[src/rtl/audio_rx_pkg.sv]
package audio_rx_pkg;
  // Width of a counter able to hold values 0..n inclusive.
  function automatic int unsigned span_bits(input int unsigned n);
    return (n < 2) ? 1 : $clog2(n + 1);
  endfunction
endpackage

[src/rtl/qsa_sync.sv]
module qsa_sync #(
  parameter int unsigned LANES  = 4,
  parameter int unsigned STAGES = 2
) (
  input  logic             clk,
  input  logic             rst_n,
  input  logic [LANES-1:0] async_in,
  output logic [LANES-1:0] sync_out
);
  logic [LANES-1:0] stage_q [STAGES];

  always_ff @(posedge clk) begin
    if (!rst_n) stage_q[0] <= '0;
    else        stage_q[0] <= async_in;
  end

  for (genvar s = 1; s < STAGES; s++) begin : g_stage
    always_ff @(posedge clk) begin
      if (!rst_n) stage_q[s] <= '0;
      else        stage_q[s] <= stage_q[s-1];
    end
  end

  assign sync_out = stage_q[STAGES-1];
endmodule

[src/rtl/qsa_frame_ctl.sv]
module qsa_frame_ctl
  import audio_rx_pkg::*;
#(
  parameter int unsigned WORD_W = 18,
  parameter int unsigned CNT_W  = span_bits(WORD_W)
) (
  input  logic             clk,
  input  logic             rst_n,
  input  logic             sck_s,
  input  logic             ws_s,
  output logic             bit_ev,
  output logic             ws_flip,
  output logic [CNT_W-1:0] bit_idx,
  output logic             left_done,
  output logic             right_done,
  output logic             frame_valid
);
  localparam logic [CNT_W-1:0] WordLen = CNT_W'(WORD_W);

  logic             sck_d_q, ws_prev_q, started_q, left_seen_q, valid_q;
  logic [CNT_W-1:0] idx_q;
  logic             word_done;

  assign bit_ev     = sck_s & ~sck_d_q;
  assign ws_flip    = bit_ev & (ws_s ^ ws_prev_q);
  assign word_done  = ws_flip & started_q;
  assign left_done  = word_done & ~ws_prev_q;
  assign right_done = word_done & ws_prev_q & left_seen_q;

  always_ff @(posedge clk) begin
    if (!rst_n) begin
      sck_d_q     <= 1'b0;
      ws_prev_q   <= 1'b0;
      started_q   <= 1'b0;
      left_seen_q <= 1'b0;
      valid_q     <= 1'b0;
      idx_q       <= '0;
    end else begin
      sck_d_q <= sck_s;
      valid_q <= right_done;
      if (bit_ev) begin
        ws_prev_q <= ws_s;
        if (ws_flip) begin
          started_q <= 1'b1;
          idx_q     <= '0;
        end else if (idx_q < WordLen) begin
          idx_q <= idx_q + 1'b1;
        end
      end
      if (left_done)      left_seen_q <= 1'b1;
      else if (word_done) left_seen_q <= 1'b0;
    end
  end

  assign bit_idx     = idx_q;
  assign frame_valid = valid_q;

  // strobe lasts a single cycle
  a_r6_valid_one_cycle: assert property (@(posedge clk) disable iff (!rst_n)
    valid_q |=> !valid_q);
  // nothing is released before alignment to a word-select transition
  a_r7_release_needs_start: assert property (@(posedge clk) disable iff (!rst_n)
    valid_q |-> started_q);
  // a release follows the right word, as select returns to left
  a_r2_release_after_right: assert property (@(posedge clk) disable iff (!rst_n)
    valid_q |-> ($past(ws_prev_q) && !ws_prev_q));
  // bit position restarts at the MSB after a select change
  a_r3_idx_restart: assert property (@(posedge clk) disable iff (!rst_n)
    ws_flip |=> (idx_q == '0));
endmodule

[src/rtl/qsa_lane.sv]
module qsa_lane
  import audio_rx_pkg::*;
#(
  parameter int unsigned WORD_W = 18,
  parameter int unsigned CNT_W  = span_bits(WORD_W)
) (
  input  logic              clk,
  input  logic              rst_n,
  input  logic              sd_s,
  input  logic              bit_ev,
  input  logic              ws_flip,
  input  logic [CNT_W-1:0]  bit_idx,
  input  logic              left_done,
  input  logic              right_done,
  output logic [WORD_W-1:0] left_word,
  output logic [WORD_W-1:0] right_word
);
  localparam logic [CNT_W-1:0] WordLen = CNT_W'(WORD_W);
  localparam logic [CNT_W-1:0] TopPos  = CNT_W'(WORD_W - 1);

  // Deposit one serial bit at its MSB-first position; beyond the word it is dropped.
  function automatic logic [WORD_W-1:0] place_bit(input logic [WORD_W-1:0] acc,
                                                  input logic [CNT_W-1:0]  idx,
                                                  input logic              b);
    logic [WORD_W-1:0] r;
    r = acc;
    if (idx < WordLen) r[TopPos - idx] = b;
    return r;
  endfunction

  logic [WORD_W-1:0] acc_q, hold_l_q, out_l_q, out_r_q, acc_next;

  assign acc_next = place_bit(acc_q, bit_idx, sd_s);

  always_ff @(posedge clk) begin
    if (!rst_n) begin
      acc_q    <= '0;
      hold_l_q <= '0;
      out_l_q  <= '0;
      out_r_q  <= '0;
    end else begin
      if (bit_ev) acc_q <= ws_flip ? '0 : acc_next;
      if (left_done) hold_l_q <= acc_next;
      if (right_done) begin
        out_l_q <= hold_l_q;
        out_r_q <= acc_next;
      end
    end
  end

  assign left_word  = out_l_q;
  assign right_word = out_r_q;

  // words hold between releases
  a_r6_outputs_hold: assert property (@(posedge clk) disable iff (!rst_n)
    !right_done |=> ($stable(out_l_q) && $stable(out_r_q)));
  // each word starts from an all-zero accumulator
  a_r5_acc_cleared: assert property (@(posedge clk) disable iff (!rst_n)
    ws_flip |=> (acc_q == '0));
endmodule

[src/rtl/quad_serial_audio_rx.sv]
module quad_serial_audio_rx
  import audio_rx_pkg::*;
#(
  parameter int unsigned WORD_W      = 18,
  parameter int unsigned SYNC_STAGES = 2
) (
  input  logic              clk,
  input  logic              rst_n,
  input  logic              sck,
  input  logic              ws,
  input  logic              sd_front,
  input  logic              sd_rear,
  output logic [WORD_W-1:0] fl_word,
  output logic [WORD_W-1:0] fr_word,
  output logic [WORD_W-1:0] rl_word,
  output logic [WORD_W-1:0] rr_word,
  output logic              frame_valid
);
  localparam int unsigned CNT_W   = span_bits(WORD_W);
  localparam int unsigned N_LANES = 2;

  logic [3:0]        raw_in, sync_in;
  logic              bit_ev, ws_flip, left_done, right_done;
  logic [CNT_W-1:0]  bit_idx;
  logic [N_LANES-1:0] lane_sd;
  logic [WORD_W-1:0] lane_l [N_LANES];
  logic [WORD_W-1:0] lane_r [N_LANES];

  assign raw_in = {sd_rear, sd_front, ws, sck};

  qsa_sync #(.LANES(4), .STAGES(SYNC_STAGES)) u_sync (
    .clk(clk), .rst_n(rst_n), .async_in(raw_in), .sync_out(sync_in)
  );

  qsa_frame_ctl #(.WORD_W(WORD_W), .CNT_W(CNT_W)) u_ctl (
    .clk(clk), .rst_n(rst_n), .sck_s(sync_in[0]), .ws_s(sync_in[1]),
    .bit_ev(bit_ev), .ws_flip(ws_flip), .bit_idx(bit_idx),
    .left_done(left_done), .right_done(right_done), .frame_valid(frame_valid)
  );

  assign lane_sd = sync_in[3:2];

  for (genvar g = 0; g < N_LANES; g++) begin : g_lane
    qsa_lane #(.WORD_W(WORD_W), .CNT_W(CNT_W)) u_lane (
      .clk(clk), .rst_n(rst_n), .sd_s(lane_sd[g]), .bit_ev(bit_ev),
      .ws_flip(ws_flip), .bit_idx(bit_idx), .left_done(left_done),
      .right_done(right_done), .left_word(lane_l[g]), .right_word(lane_r[g])
    );
  end

  assign fl_word = lane_l[0];
  assign fr_word = lane_r[0];
  assign rl_word = lane_l[1];
  assign rr_word = lane_r[1];

  // outputs quiet right after reset
  a_r1_quiet_after_reset: assert property (@(posedge clk)
    $rose(rst_n) |-> (!frame_valid && fl_word == '0 && rr_word == '0));
endmodule

[config.mk]
export PLATFORM = sky130hd
export DESIGN_NAME = quad_serial_audio_rx
export DESIGN_NICKNAME = d
export VERILOG_FILES = /design/src/rtl/audio_rx_pkg.sv /design/src/rtl/qsa_sync.sv /design/src/rtl/qsa_frame_ctl.sv /design/src/rtl/qsa_lane.sv /design/src/rtl/quad_serial_audio_rx.sv
export SDC_FILE = /design/constraint.sdc
export NUM_CORES = 1
export LEC_CHECK = 0
export ABC_AREA = 0
export BUFFER_PORTS_ARGS = -buffer_cell sky130_fd_sc_hd__buf_2
export CAP_MARGIN = 10
export CORE_AREA = 10 10 182 184
export DETAILED_ROUTE_END_ITERATION = 10
export DIE_AREA = 0 0 192 194
export PLACE_DENSITY = 0.39
export SKIP_LAST_GASP = 1
export SLEW_MARGIN = 30
export SYNTH_ARGS = -nofsm -noshare
export SYNTH_HDL_FRONTEND = slang
export SYNTH_HIERARCHICAL = 1
export SYNTH_SLANG_ARGS = --single-unit
[constraint.sdc]
create_clock -name clk -period 5.43 [get_ports clk]
set_input_delay 1.086 -clock clk [delete_from_list [all_inputs] [get_ports clk]]
set_output_delay 1.086 -clock clk [all_outputs]
set_load 0.01 [all_outputs]
==> results summary <==
The flow ran to the end, and the final reports show no timing, DRC or antenna violations. The switching component of the power came out at slightly below 0.6 mW. The final critical path takes up roughly 53% of the cycle. Along the worst hold path, the cell count comes to 1. The number of global-route vias before repair came out at around 5.7k. The reg-to-reg startpoint is u_ctl/bit_idx[1]$_SDFFE_PN0P_. The detailed router finished its first iteration with 280 violations. CTS placed an instance of clkbuf_16 at the clock tree root.

The placer's final routability congestion estimate is roughly 0.75. The startpoint identified for the worst hold timing path is u_sync/stage_q[0][2]$_SDFF_PN0_. The initial antenna violation count came out at 0. The number of antenna cells inserted came out at 0. The count of clock tree sinks came out at around 160. The global routing usage summed across all routing layers is 11.1%. The worst min-delay path class is register to register. Setup repair after global routing left no endpoint under its margin. In this run, synthesis produced a sequential element count of between 150 and 200. Walking the worst path, the cells encountered are buf_4 -> inv_1 -> ha_1 -> or3b_1 -> a211oi_2 -> mux2i_1 -> a21oi_1. The row count came out at 63. Of the cells placed in the final design, the portion with a size suffix greater than 1 is between 15 and 20%.

The H-tree depth came out at 4. The area overhead of the layout relative to synthesis came out at 16.9%. The sequential standard cell area came out at ~0.0032 mm^2. The worst slew margin relative to its limit is between 30% and 40%. The cell area that synthesis handed to floorplanning was between 0.007 and 0.008 mm^2.

The worst path buffer plus inverter count is 2. The estimated wirelength of the detail-placed design came out at roughly 14 mm. By startpoint and endpoint, the worst setup path is classified as register to register. Across the run, the number of max-cap violations was 0. The pre-antenna-repair detailed-routing pass consisted of 5 iterations. After technology mapping, the gate count stands at a little over 800.

The endpoint of the most critical register-to-register path is g_lane[1].u_lane/right_word[16]$_SDFFE_PN0P_. TritonCTS created 17 clock buffers. The count of buffers from port buffering came out at 78. The worst-case clock buffer depth is 2. The width of the die came out at 192 um.

The final routed wire length divided by cell count is roughly 16 um. The boundary pin count came out at 79. The area used by multi-input combinational logic is roughly 0.0037 mm^2. The post-synthesis net count is a little over 800. The maximum achievable frequency came out at ~350 MHz. The critical path startpoint category is a register.

The initial core utilization is about a quarter. The fraction of post-synthesis cell area in the top cell type by area came out at between 40% and 50%. The number of cells traversed by the worst register-to-register path came out at 7. Combinational logic burns ~2.8% of the power.

At the end of the flow, the number of nets in the layout was a little under 900. The number of synthesis warnings came out at 6. The internal power of the cells totals ~1.9 mW. The number of vias in the routed layout came out at around 6.0k.

The routed via count divided by cell count is 4.79. The remaining antenna violation count after routing came out at 0. The largest driver fanout on the critical path came out at 22. The mean area per synthesized cell came out at roughly 8.8 um^2.

The post-route minimum period is approximately 2900 ps. The die outline area is 0.0372 mm^2. The data arrival time at the worst-slack endpoint came out at 3160 ps.

The maximum number of pins on one net before global-route repair came out at between 80 and 90. The total negative setup slack is 0 ps. For the worst setup path, the data required time is 5710 ps. Ranked by total cell area, the synthesized netlist is headed by dfxtp_1, mux2i_1, o21ai_0, a21oi_1, nor2_1. The worst hold margin came out at around 430 ps.

The global-route congestion overflow total came out at 0. The max-slew violation count is 0. Among cell families on the critical path, the largest total delay comes from flip-flops. The clock skew came out at about 9.0 ps. The first global-routing pass estimated approximately 33 mm of wire.

The final-layout fill cell count came out at 3159. Counting flops with a built-in enable in the synthesized netlist gives 0. The core area came out at about 0.03 mm^2. The placed cell area is 0.00789 mm^2. On the worst path, the slowest cell contributes a delay of 670 ps. Dividing total power by cell area gives a power density of a little under 300 mW/mm^2. Of the synthesized area, sequential elements account for around 45%.

The clock network fraction of total power came out at between 40% and 50%. The clock reaches the later pin of the worst-skew pair after around 430 ps. The library cell contributing the largest single delay on the critical path is dfxtp_1. The number of distinct library cells after synthesis came out at 52. The end point of the most critical hold path is u_sync/stage_q[1][2]$_SDFF_PN0_. Setup violations remaining at the end of the flow were counted as 0. The slew at the pin with the worst max-slew slack came out at 945 ps. The most used flip-flop cell after synthesis is dfxtp_1. The post-CTS setup buffer count is 0. The peak ir drop on the vdd network came out at between 0.15 and 0.2 mV. The final number of hold-violating endpoints came out at 0.

TritonCTS built the clock tree. The die outline height came out at 194 um. The hold-fix buffer count after cts is 0. The number of remaining DRC errors is 0. The total detailed-routing wirelength is around 21 mm. The part of the total power dissipated in sequential elements came out at approximately half.

The leakage power came out at between 3 and 4 nW. The number of gates resized after CTS is 0. The proportion of total power due to net switching is between 20% and 30%. The critical path capture point type is a register.

The finished cells cover roughly 0.0085 mm^2. The worst setup slack for register-to-register paths came out at around 2600 ps. The biggest area contributor in the post-synthesis netlist is dfxtp_1.

The register clock-pin slew on the reported worst setup and hold paths came out at 70 ps. Of all flip-flops after synthesis, the portion carrying an async set or reset was 0%.
how the worst max path moves through the flow:
stage                                  startpoint                                           end  slack [ps]  cells past startpoint
global placement                            rst_n        g_lane[0].u_lane/acc_q[7]$_SDFFE_PN0P_        2480                      4
CTS                 u_ctl/bit_idx[1]$_SDFFE_PN0P_  g_lane[1].u_lane/right_word[16]$_SDFFE_PN0P_        2550                      7
finish              u_ctl/bit_idx[1]$_SDFFE_PN0P_  g_lane[1].u_lane/right_word[16]$_SDFFE_PN0P_        2550                      7
detailed placement                          rst_n        g_lane[0].u_lane/acc_q[1]$_SDFFE_PN0P_        2460                      5
floorplan           u_ctl/bit_idx[1]$_SDFFE_PN0P_    g_lane[0].u_lane/hold_l_q[13]$_SDFFE_PN0P_        3080                      8
global route        u_ctl/bit_idx[1]$_SDFFE_PN0P_  g_lane[1].u_lane/right_word[17]$_SDFFE_PN0P_        2350                      7
cells in the final DEF, fill, tap and decap left out, drive strengths merged, types with 3 or more instances in the layout:
cell	synthesis	final
o2111ai	4	4
ha	3	3
xnor2	3	3
mux2i	60	60
nand4	4	4
or3	25	25
nand3	11	11
buf	25	86
clkbuf	46	21
xor2	4	4
and2	10	10
o22ai	8	8
a21oi	77	77
nor2	54	54
o21a	9	9
o211a	12	12
dfxtp	162	162
a31oi	15	15
inv	12	13
nor3b	10	10
nand2b	9	9
nor3	15	15
o211ai	18	18
o31ai	12	12
nor4bb	5	5
clkinv	0	3
clkinvlp	1	6
a21boi	12	12
nand3b	15	15
or3b	4	4
a211oi	8	8
o21ai	99	99
nand2	48	48
and3	3	3
routing by layer:
layer,wire length (um),up-vias,global-route usage (%),share of wire (%)
met5,0,-,0,0
met4,247,0,3.38,1.2
met3,940,14,3.08,4.6
met2,8660,104,15.3,42
met1,10700,2855,16.1,52
li1,-,3053,-,-
final cells by class:
cell class                 count  share of cell area [%]
inverter                      13                   0.590
multi-input combinational    576                    43.0
clock buffer                  21                    5.54
clock inverter                11                    1.52
sequential                   162                    38.2
tap                          390                    5.75
timing repair buffer          86                    5.34
stage by stage:
stage	utilization [%]	worst slack, ps	power [mW]	instances
CTS	28.9	2550	2.56	1259
detailed placement	26.8	2460	1.31	1227
global route	28.9	2350	2.62	1259
global placement	26.8	2480	1.31	1227
floorplan	-	3080	1.28	822
finish	28.9	2550	2.51	1259
synthesized netlist by cell type (3+ instances only):
cell       instances
xnor2_1            3
or3b_1             4
nand3_1           11
a21boi_0          12
nand2_1           48
o2111ai_1          4
a211oi_1           4
inv_1             11
mux2i_1           60
clkbuf_1          44
o211a_1           12
nand2b_1           9
dfxtp_1          162
nand3b_1          15
o21a_1             9
nor3_1            15
a21oi_2            6
and2_1            10
nand4_1            4
a211oi_2           4
and3_1             3
nor2_1            54
o211ai_1          18
nor4bb_1           5
or3_1             25
nor3b_1            8
o22ai_1            8
buf_6              4
a31oi_1           15
buf_2             19
a21oi_1           71
o21ai_0           98
xor2_1             4
o31ai_1           12
ha_1               3
state kept, by name (all words and copies together), names as in the netlist:
name and flops:
g_lane.u_lane/acc_q 36, g_lane.u_lane/hold_l_q 36, g_lane.u_lane/left_word 36, g_lane.u_lane/right_word 36, u_ctl/bit_idx 5, u_ctl/frame_valid 1, u_ctl/left_seen_q 1, u_ctl/sck_d_q 1
u_ctl/started_q 1, u_ctl/ws_prev_q 1, u_sync/stage_q 8
cells by family (layout without fill, tap and decap cells):
logic type	count (synthesis)	in the layout	share of synthesized area (%)
buf+inv	84	131	5.14
flops	162	162	44.7
simple gates	229	229	17.2
mux	60	60	8.28
compound gates	277	277	23.3
xor+xnor	7	7	0.845
fa+ha+maj	3	3	0.517
power groups by stage:
stage	sequential [mW]	clock (mW)	combinational, mW
final	1.21	1.23	0.0696
after global routing	1.21	1.33	0.0786
after CTS	1.21	1.28	0.0707
after detailed placement	1.24	0	0.0704
after global placement	1.24	0	0.0710
after floorplan	1.23	0	0.0547
No activity file was read; power rests on OpenSTA's default activity.
